==> src/rtl/cmdblk_pkg.sv <==
package cmdblk_pkg;

    localparam int BYTE_W = 8;
    localparam int CRC_W  = 16;
    localparam logic [CRC_W-1:0] CRC_POLY_DEF = 16'h8005;
    localparam logic [CRC_W-1:0] CRC_SEED_DEF = 16'h0000;

    typedef enum logic [1:0] {
        ERR_NONE = 2'd0,
        ERR_LEN  = 2'd1,
        ERR_CRC  = 2'd2
    } blk_err_e;

    typedef enum logic [1:0] {
        ROLE_COUNT   = 2'd0,
        ROLE_PAYLOAD = 2'd1,
        ROLE_TRL_LO  = 2'd2,
        ROLE_TRL_HI  = 2'd3
    } blk_role_e;

    typedef struct packed {
        logic     done;
        logic     ok;
        logic     err;
        blk_err_e code;
    } blk_result_t;

    localparam blk_result_t RESULT_IDLE = '{done: 1'b0, ok: 1'b0, err: 1'b0, code: ERR_NONE};

    // One byte through the shift register, low bit first.
    function automatic logic [CRC_W-1:0] crc_step_byte(
        input logic [CRC_W-1:0]  crc_in,
        input logic [BYTE_W-1:0] din,
        input logic [CRC_W-1:0]  poly
    );
        logic [CRC_W-1:0] c;
        logic             fb;
        c = crc_in;
        for (int i = 0; i < BYTE_W; i++) begin
            fb = c[CRC_W-1] ^ din[i];
            c  = {c[CRC_W-2:0], 1'b0};
            if (fb) c = c ^ poly;
        end
        return c;
    endfunction

endpackage

==> src/rtl/cmdblk_crc_acc.sv <==
module cmdblk_crc_acc
    import cmdblk_pkg::*;
#(
    parameter logic [CRC_W-1:0] POLY = CRC_POLY_DEF,
    parameter logic [CRC_W-1:0] SEED = CRC_SEED_DEF
) (
    input  logic              clk,
    input  logic              rst,
    input  logic              start_i,
    input  logic              upd_i,
    input  logic [BYTE_W-1:0] byte_i,
    output logic [CRC_W-1:0]  crc_o
);
    logic [CRC_W-1:0] crc_q;
    logic [CRC_W-1:0] base;

    assign base = start_i ? SEED : crc_q;

    always_ff @(posedge clk) begin
        if (rst) begin
            crc_q <= SEED;
        end else if (start_i || upd_i) begin
            crc_q <= crc_step_byte(base, byte_i, POLY);
        end
    end

    assign crc_o = crc_q;
endmodule

==> src/rtl/cmdblk_len_track.sv <==
module cmdblk_len_track
    import cmdblk_pkg::*;
#(
    parameter int MIN_LEN = 4,
    parameter int MAX_LEN = 39
) (
    input  logic              clk,
    input  logic              rst,
    input  logic              abort_i,
    input  logic              take_i,
    input  logic [BYTE_W-1:0] byte_i,
    output blk_role_e         role_o,
    output logic              len_ok_o
);
    localparam int CNT_W = $clog2(MAX_LEN + 1);
    localparam logic [CNT_W-1:0] REM_LO = CNT_W'(2);
    localparam logic [CNT_W-1:0] REM_HI = CNT_W'(1);

    logic             busy_q;
    logic [CNT_W-1:0] rem_q;

    assign len_ok_o = (byte_i >= BYTE_W'(MIN_LEN)) && (byte_i <= BYTE_W'(MAX_LEN));

    always_comb begin
        if (!busy_q)              role_o = ROLE_COUNT;
        else if (rem_q > REM_LO)  role_o = ROLE_PAYLOAD;
        else if (rem_q == REM_LO) role_o = ROLE_TRL_LO;
        else                      role_o = ROLE_TRL_HI;
    end

    always_ff @(posedge clk) begin
        if (rst || abort_i) begin
            busy_q <= 1'b0;
            rem_q  <= '0;
        end else if (take_i) begin
            if (!busy_q) begin
                busy_q <= len_ok_o;
                rem_q  <= CNT_W'(byte_i - BYTE_W'(1));
            end else begin
                rem_q <= rem_q - CNT_W'(1);
                if (rem_q == REM_HI) busy_q <= 1'b0;
            end
        end
    end
endmodule

==> src/rtl/cmdblk_trailer_cmp.sv <==
module cmdblk_trailer_cmp
    import cmdblk_pkg::*;
(
    input  logic              clk,
    input  logic              rst,
    input  logic              cap_lo_i,
    input  logic [BYTE_W-1:0] byte_i,
    input  logic [CRC_W-1:0]  crc_i,
    output logic              match_o
);
    logic [BYTE_W-1:0] lo_q;

    always_ff @(posedge clk) begin
        if (rst)           lo_q <= '0;
        else if (cap_lo_i) lo_q <= byte_i;
    end

    // The current byte is the high half of the received check value.
    assign match_o = ({byte_i, lo_q} == crc_i);
endmodule

==> src/rtl/cmdblk_crc_check.sv <==
module cmdblk_crc_check
    import cmdblk_pkg::*;
#(
    parameter int                MIN_LEN = 4,
    parameter int                MAX_LEN = 39,
    parameter logic [CRC_W-1:0]  POLY    = CRC_POLY_DEF,
    parameter logic [CRC_W-1:0]  SEED    = CRC_SEED_DEF
) (
    input  logic        clk,
    input  logic        rst,
    input  logic        abort_i,
    input  logic        in_valid_i,
    input  logic [7:0]  in_data_i,
    output logic        in_ready_o,
    output logic        pl_valid_o,
    output logic [7:0]  pl_data_o,
    input  logic        pl_ready_i,
    output logic        done_o,
    output logic        crc_ok_o,
    output logic        err_o,
    output logic [1:0]  err_code_o
);
    blk_role_e        role;
    logic             len_ok;
    logic             take;
    logic             match;
    logic [CRC_W-1:0] crc_now;
    blk_result_t      res_d, res_q;

    cmdblk_len_track #(.MIN_LEN(MIN_LEN), .MAX_LEN(MAX_LEN)) u_len (
        .clk      (clk),
        .rst      (rst),
        .abort_i  (abort_i),
        .take_i   (take),
        .byte_i   (in_data_i),
        .role_o   (role),
        .len_ok_o (len_ok)
    );

    assign in_ready_o = (role != ROLE_PAYLOAD) || pl_ready_i;
    assign take       = in_valid_i && in_ready_o && !abort_i;
    assign pl_valid_o = in_valid_i && (role == ROLE_PAYLOAD) && !abort_i;
    assign pl_data_o  = in_data_i;

    cmdblk_crc_acc #(.POLY(POLY), .SEED(SEED)) u_crc (
        .clk     (clk),
        .rst     (rst),
        .start_i (take && (role == ROLE_COUNT) && len_ok),
        .upd_i   (take && (role == ROLE_PAYLOAD)),
        .byte_i  (in_data_i),
        .crc_o   (crc_now)
    );

    cmdblk_trailer_cmp u_cmp (
        .clk      (clk),
        .rst      (rst),
        .cap_lo_i (take && (role == ROLE_TRL_LO)),
        .byte_i   (in_data_i),
        .crc_i    (crc_now),
        .match_o  (match)
    );

    always_comb begin
        res_d = RESULT_IDLE;
        if (take && (role == ROLE_COUNT) && !len_ok) begin
            res_d.err  = 1'b1;
            res_d.code = ERR_LEN;
        end else if (take && (role == ROLE_TRL_HI)) begin
            res_d.done = 1'b1;
            res_d.ok   = match;
            res_d.err  = !match;
            res_d.code = match ? ERR_NONE : ERR_CRC;
        end
    end

    always_ff @(posedge clk) begin
        if (rst) res_q <= RESULT_IDLE;
        else     res_q <= res_d;
    end

    assign done_o     = res_q.done;
    assign crc_ok_o   = res_q.ok;
    assign err_o      = res_q.err;
    assign err_code_o = res_q.code;
endmodule

==> config.mk <==
export PLATFORM = sky130hd
export DESIGN_NAME = cmdblk_crc_check
export DESIGN_NICKNAME = d
export VERILOG_FILES = /design/src/rtl/cmdblk_pkg.sv /design/src/rtl/cmdblk_crc_acc.sv /design/src/rtl/cmdblk_len_track.sv /design/src/rtl/cmdblk_trailer_cmp.sv /design/src/rtl/cmdblk_crc_check.sv
export SDC_FILE = /design/constraint.sdc
export NUM_CORES = 1
export LEC_CHECK = 0
export ABC_CLOCK_PERIOD_IN_PS = 3280
export BUFFER_PORTS_ARGS = -buffer_cell sky130_fd_sc_hd__buf_2
export CORE_MARGIN = 2
export CORE_UTILIZATION = 60
export CTS_CLUSTER_SIZE = 30
export DETAILED_ROUTE_END_ITERATION = 12
export PLACE_DENSITY = 0.86
export SYNTH_ARGS = -nofsm -noshare
export SYNTH_HDL_FRONTEND = slang
export SYNTH_SLANG_ARGS = --single-unit
==> constraint.sdc <==
create_clock -name clk -period 3.28 [get_ports clk]
set_input_delay 0.328 -clock clk [delete_from_list [all_inputs] [get_ports clk]]
set_output_delay 0.328 -clock clk [all_outputs]
set_load 0.01 [all_outputs]
==> results of run 1 <==
## synth_stat cells, types with 2 or more instances
cell        n  share of area, %
buf_6       3               1.4
clkbuf_1    7               1.1
xnor2_1    16               5.9
a211oi_1    3              0.94
a21oi_1    19               4.0
and2_1      2              0.52
mux2i_1    13               5.5
dfxtp_1    36                30
nor3b_1     2              0.63
a311oi_1    2              0.73
buf_4       8               2.5
ha_1        4               2.1
or2_2       3              0.79
nor2_1     30               4.7
xor2_1     24               8.8
inv_1       8               1.3
buf_2       3              0.63
a2bb2oi_1   2              0.73
nand3_1     3              0.63
o31ai_1     4               1.3
nor3_1      8               1.7
o21ai_0     8               1.7
nand3b_1    2              0.63
o21ai_1     3              0.63
o22ai_1     2              0.52
clkbuf_8    6               3.5
nand4_1     3              0.79
nor2b_1     4               1.0
nand2_1    23               3.6
nor4_1      7               1.8
## flip-flops by register name, indices dropped and copies added, names as in the netlist
| name | cells |
|---|---|
| u_crc.crc_o | 16 |
| u_cmp.lo_q | 8 |
| crc_ok_o | 1 |
| err_o | 1 |
| u_len.rem_q | 6 |
| done_o | 1 |
| u_len.busy_q | 1 |
| err_code_o | 2 |
## cell families after synthesis
| logic type | Yosys count | share of synthesized area [%] |
|---|---|---|
| AO/OA/AOI/OAI | 51 | 14.11 |
| XOR/XNOR | 42 | 16.62 |
| buffers and inverters | 36 | 11.22 |
| flip-flops | 36 | 30.20 |
| multiplexers | 13 | 5.453 |
| adder cells (fa/ha/maj) | 4 | 2.098 |
| AND/OR/NAND/NOR | 95 | 20.29 |
## worst paths after layout
path,start,cells after the start,slack [ns],end
max,u_len.busy_q,6,0.86,u_crc.crc_o[15]
min,in_data_i[0],3,0.38,u_crc.crc_o[9]
max reg2reg,u_len.busy_q,6,0.86,u_crc.crc_o[15]
min reg2reg,u_crc.crc_o[3],2,0.49,u_crc.crc_o[3]
## worst register-to-register path: stages, from the launching register on
cell and delay, ns:
dfxtp_1 0.50, nor3b_2 0.36, and4_1 0.75, nor2_8 0.08, xnor3_1 0.38, mux2i_1 0.16, a21oi_1 0.08
## final cells by class
cell class	count	area, um2	area share (%)
Timing Repair Buffer	28	142.6	5.802
Inverter	8	30.03	1.221
Tap cell	48	60.06	2.443
Sequential cell	36	720.7	29.31
Clock inverter	2	35.03	1.425
Clock buffer	6	72.57	2.952
Multi-Input combinational cell	205	1398	56.84
## power groups by stage
| stage | clock network [W] | logic, W | registers [W] |
|---|---|---|---|
| 2_1_floorplan | 0 | 0.000126 | 0.000458 |
| 6_report | 0.000393 | 0.000143 | 0.000450 |
| 4_1_cts | 0.000396 | 0.000142 | 0.000450 |
| 5_1_grt | 0.000417 | 0.000159 | 0.000451 |
| 3_3_place_gp | 0 | 0.000139 | 0.000460 |
| 3_5_place_dp | 0 | 0.000141 | 0.000460 |
## per-layer routing
metal	global-route usage, %	wire, um
met3	6.250	306
met4	6.378	52
met2	42.45	2472
met1	34.03	2330
met5	0	0
## stage by stage
step / utilization (%) / instances / total power [W] / setup slack [ns] / hold slack (ns)
6_report: 65.68 / 333 / 0.0009860 / 0.8552 / 0.3754
5_1_grt: 65.68 / 333 / 0.001027 / 0.6659 / 0.3907
4_1_cts: 65.68 / 333 / 0.0009881 / 0.8732 / 0.3735
3_3_place_gp: 62.80 / 325 / 0.0005992 / 0.8652 / 0.4757
2_1_floorplan: - / 277 / 0.0005837 / 1.157 / 0.4530
3_5_place_dp: 62.80 / 325 / 0.0006010 / 0.8165 / 0.4788
==> impl_results.md, run 1 <==
* Crit path kind: reg2reg
* Critical Path AT at between 2 and 3 ns
* Sequential fraction of the synthesis area at 30.20%
* Clock Pin Slew Worst Setup and Hold Paths at ~0.08 ns
* Post-DP HPWL at 3702 um
* Status: finished, final reports clean
* Max_cap viols at 0
* Final ANT Viol Nets at 0
* Combinational share of power at between 10 and 15%
* Top Ports at 28
* Area delta synth->final at 3.042%
* CTS tree: built
* Vias per Instance at 5.847
* RSZ-0062 raised after global routing: false
* CP peak stage delay at 0.75 ns
* Max clock buf depth at 2
* Row cnt at 22
* Yosys reg bits at 36
* Die H at 67.06 um
* Net Sw Frac at 26.09%
* Int Pwr at 0.0007288 W
* Grt total ovfl at 0
* Routability cong. at around 0.91
* Hold/Removal Path Class: in2reg
* Worst EP required at 3.45 ns
* VDD IR-drop max at 286.1 uV
* Total GRT Usage at 25.90%
* Startpoint Class: flop
* Total Negative Setup Slacks at 0 ns
* Flop pwr share at 45.7%
* Final #Nets at 301
* Via count at just under 2,000
* Rel. slew slack at between 40% and 50%
* Critical path, cell by cell: nor3b_2 -> and4_1 -> nor2_8 -> xnor3_1 -> mux2i_1 -> a21oi_1
* Ratio of final minimum period to clock period at about 74%
* Initial DRC Count at 186
* Initial Util at 63.74%
* Fill count at 328
* Leakage Power at 1.134 nW
* Commonest non-fill, non-tap cells in the layout: dfxtp_1, nor2_1, buf_2
* Share of cells above drive strength 1 at 15.79%
* Post-synth EDFFs at 0
* Clock Skew at 0.007412 ns
* Largest fanout on the critical path at 19
* Die width at 67.06 um
* Drt first pass iters at 4
* N_diodes at 0
* Routed wire length at ~5200 um
* H-tree Lvls at 2
* Syn nets at 294
* Core ar. at around 3700 um2
* Final hold vios at 0
* Synth warnings at 0
* Initial antenna violation count at 0
* Synth cell types at 49
* Pwr dens at between 400 and 500 nW/um2
* CP Capture Type: flop
* Setup repair bufs after CTS at 0
* Peak Freq at 412.4 MHz
* Slew @ Worst Pin at 0.7749 ns
* Ys flop type: dfxtp_1
* Die area at 4497 um2
* PortBufs at 27
* Switching pwr at 0.0002573 W
* Final Cell Area at between 2000 and 2500 um2
* Clk root buf: clkbuf_8
* Cell Area, Synth at 2386 um2
* CTS resizes at 0
* Commonest non-fill, non-tap cell in the layout: dfxtp_1
* Endpoints failing setup at 0
* Worst Path Buf+Inv at 0
* Vias in the first global route at 1,766
* Slew Limit Fails at 0
* Synth async-reset ratio at 0%
* # clock sinks at 36
* Clk pwr share at between 30% and 40%
* Inserted Clock Buffers at 5
* Placed Area at 2351 um2
* Largest delay share family, worst path: simple AND/OR/NAND/NOR gates
* # DRC at 0
* Syn_area_per_cell at 8.614 um2
* First-pass GRT wire length at 8707 um
* Gate Count Post-Synth at 277
* Slowest cell on the critical path: and4_1
* CTS Hold Bufs at 0
* Routed wire per std cell at 15.50 um
* Final min period at between 2 and 2.5 ns
* Largest net degree at the start of global routing at 29
* Clk Latency, worst-skew pair at 0.30 ns
Power figures use the tool's default switching activity.
==> run 2: changes to the inputs <==
--- a/config.mk
+++ b/config.mk
@@ -5,13 +5,13 @@
 export SDC_FILE = /design/constraint.sdc
 export NUM_CORES = 1
 export LEC_CHECK = 0
-export ABC_CLOCK_PERIOD_IN_PS = 3280
+export ABC_CLOCK_PERIOD_IN_PS = 2100
 export BUFFER_PORTS_ARGS = -buffer_cell sky130_fd_sc_hd__buf_2
 export CORE_MARGIN = 2
-export CORE_UTILIZATION = 60
+export CORE_UTILIZATION = 53
 export CTS_CLUSTER_SIZE = 30
 export DETAILED_ROUTE_END_ITERATION = 12
-export PLACE_DENSITY = 0.86
+export PLACE_DENSITY = 0.8
 export SYNTH_ARGS = -nofsm -noshare
 export SYNTH_HDL_FRONTEND = slang
 export SYNTH_SLANG_ARGS = --single-unit
==> constraint.sdc (replaced) <==
create_clock -name clk -period 2.1 [get_ports clk]
set_input_delay 0.21 -clock clk [delete_from_list [all_inputs] [get_ports clk]]
set_output_delay 0.21 -clock clk [all_outputs]
set_load 0.01 [all_outputs]
==> run 2 against run 1 <==
Net effect:
- cell area up 7.2%
- non-clock buffer count up 25
- sequential cell count unchanged
==> impl_results.md, run 2 (synthesized netlist as in run 1, its figures left out) <==
* Final ANT Viol Nets at 0
* Inserted Clock Buffers at 5
* Commonest non-fill, non-tap cells in the layout: dfxtp_1, nor2_1, buf_2
* Final hold vios at 0
* Clock Skew at about 0.005 ns
* Routability cong. at 0.9119
* Total GRT Usage at 22.41%
* Core ar. at 4354 um2
* Ratio of final minimum period to clock period at 92.98%
* Drt first pass iters at 5
* Initial Util at 54.80%
* Largest fanout on the critical path at 7
* Hold/Removal Path Class: in2reg
* Pwr dens at 538.5 nW/um2
* Worst EP required at ~2.3 ns
* Initial antenna violation count at 0
* Grt total ovfl at 0
* Area delta synth->final at 10.44%
* Max reg flops at 16
* CTS tree: built
* Final min period at 1.953 ns
* Final Total Pwr at 0.001419 W
* Setup repair bufs after CTS at 0
* Clk root buf: clkbuf_8
* Post-Place Worst Slack at -0.01101 ns
* Peak Freq at about 510 MHz
* Final #Nets at 326
* Largest net degree at the start of global routing at 28
* CTS Hold Bufs at 0
* Row cnt at 24
* Max_cap viols at 0
* Endpoints failing setup at 0
* Final core utilization at 60.52%
* Clk Latency, worst-skew pair at 0.29 ns
* Crit path kind: reg2reg
* Via count at 2,006
* Top Ports at 28
* Share of cells above drive strength 1 at 22.65%
* Post-DP HPWL at about 4100 um
* Initial DRC Count at 182
* Max clock buf depth at 2
* CP Capture Type: flop
* # DRC at 0
* Slew Limit Fails at 0
* Slew @ Worst Pin at 0.4722 ns
* Vias per Instance at 5.557
* Vias in the first global route at 1,895
* Die area at 5055 um2
* CTS resizes at 0
* H-tree Lvls at 2
* Status: finished, final reports clean
* RSZ-0062 raised after global routing: false
* Clock Pin Slew Worst Setup and Hold Paths at ~0.07 ns
* Die H at 71.10 um
* PortBufs at 27
* N_diodes at 0
* Routed wire length at 5325 um
* Die width at a little over 70 um
* # clock sinks at 36
* Routed wire per std cell at roughly 15 um
* Setup WS post-layout at 0.1473 ns
* Fill count at 383
* VDD IR-drop max at approximately 420 uV
* Leakage Power at 1.246 nW
* Commonest non-fill, non-tap cell in the layout: dfxtp_1
* Flop2flop setup slack at 0.15 ns
* Rel. slew slack at 68.23%
* Startpoint Class: flop
* First-pass GRT wire length at 8866 um
* Critical Path AT at 2.18 ns
run 2: cell count changes in the layout (fill, tap and decap cells not counted):
cell	change
buf_4	+25
bufinv_16	-1
o2111ai_4	+1
nor2b_1	-1
o2111ai_2	-1
nor2b_2	+1
run 2: through the flow:
stage	instances	hold WS [ns]	TNS, ns	instance area, um2
2_1_floorplan	277	0.3539	0	2386
3_3_place_gp	354	0.4767	0	2544
3_5_place_dp	354	0.4813	-0.01101	2544
4_1_cts	361	0.2603	0	2621
5_1_grt	361	0.2674	0	2635
6_report	361	0.2644	0	2635
run 2: path summary, 6_finish.rpt:
kind	start	to	cells after the start
setup / recovery	u_len.rem_q[2]	u_crc.crc_o[15]	6
hold / removal	in_data_i[0]	u_crc.crc_o[9]	3
setup reg to reg	u_len.rem_q[2]	u_crc.crc_o[15]	6
hold reg to reg	u_crc.crc_o[3]	u_crc.crc_o[3]	2
run 2: cell type report:
type                            count  area, um2  area share (%)
Clock buffer                        6      72.57           2.754
Clock inverter                      1      5.005          0.1899
Inverter                            8      30.03           1.140
Multi-Input combinational cell    205       1411           53.56
Sequential cell                    36      720.7           27.35
Tap cell                           52      65.06           2.469
Timing Repair Buffer               53      330.3           12.54
run 2: worst max-delay path, cell delays in order (launching register included):
cell and delay (ns):
dfxtp_1 0.31, or4_1 0.62, o211a_1 0.35, a21oi_4 0.26
buf_4 0.18, nand2_1 0.05, a21oi_1 0.12
run 2: metal layers:
metal  vias to the layer above  GRT usage, %  share of wire, %
met4                         0         7.128               1.4
met3                         8         4.986               5.9
li1                       1009             -                 -
met5                         -             0                 0
met2                        64         36.97                48
met1                       925         29.20                45
run 2: where the power goes:
part / switching (W) / total, W / internal (W)
Combinational: 0.000139 / 0.000250 / 0.000111
Clock: 0.000243 / 0.000469 / 0.000225
Sequential: 0.00000833 / 0.000700 / 0.000692
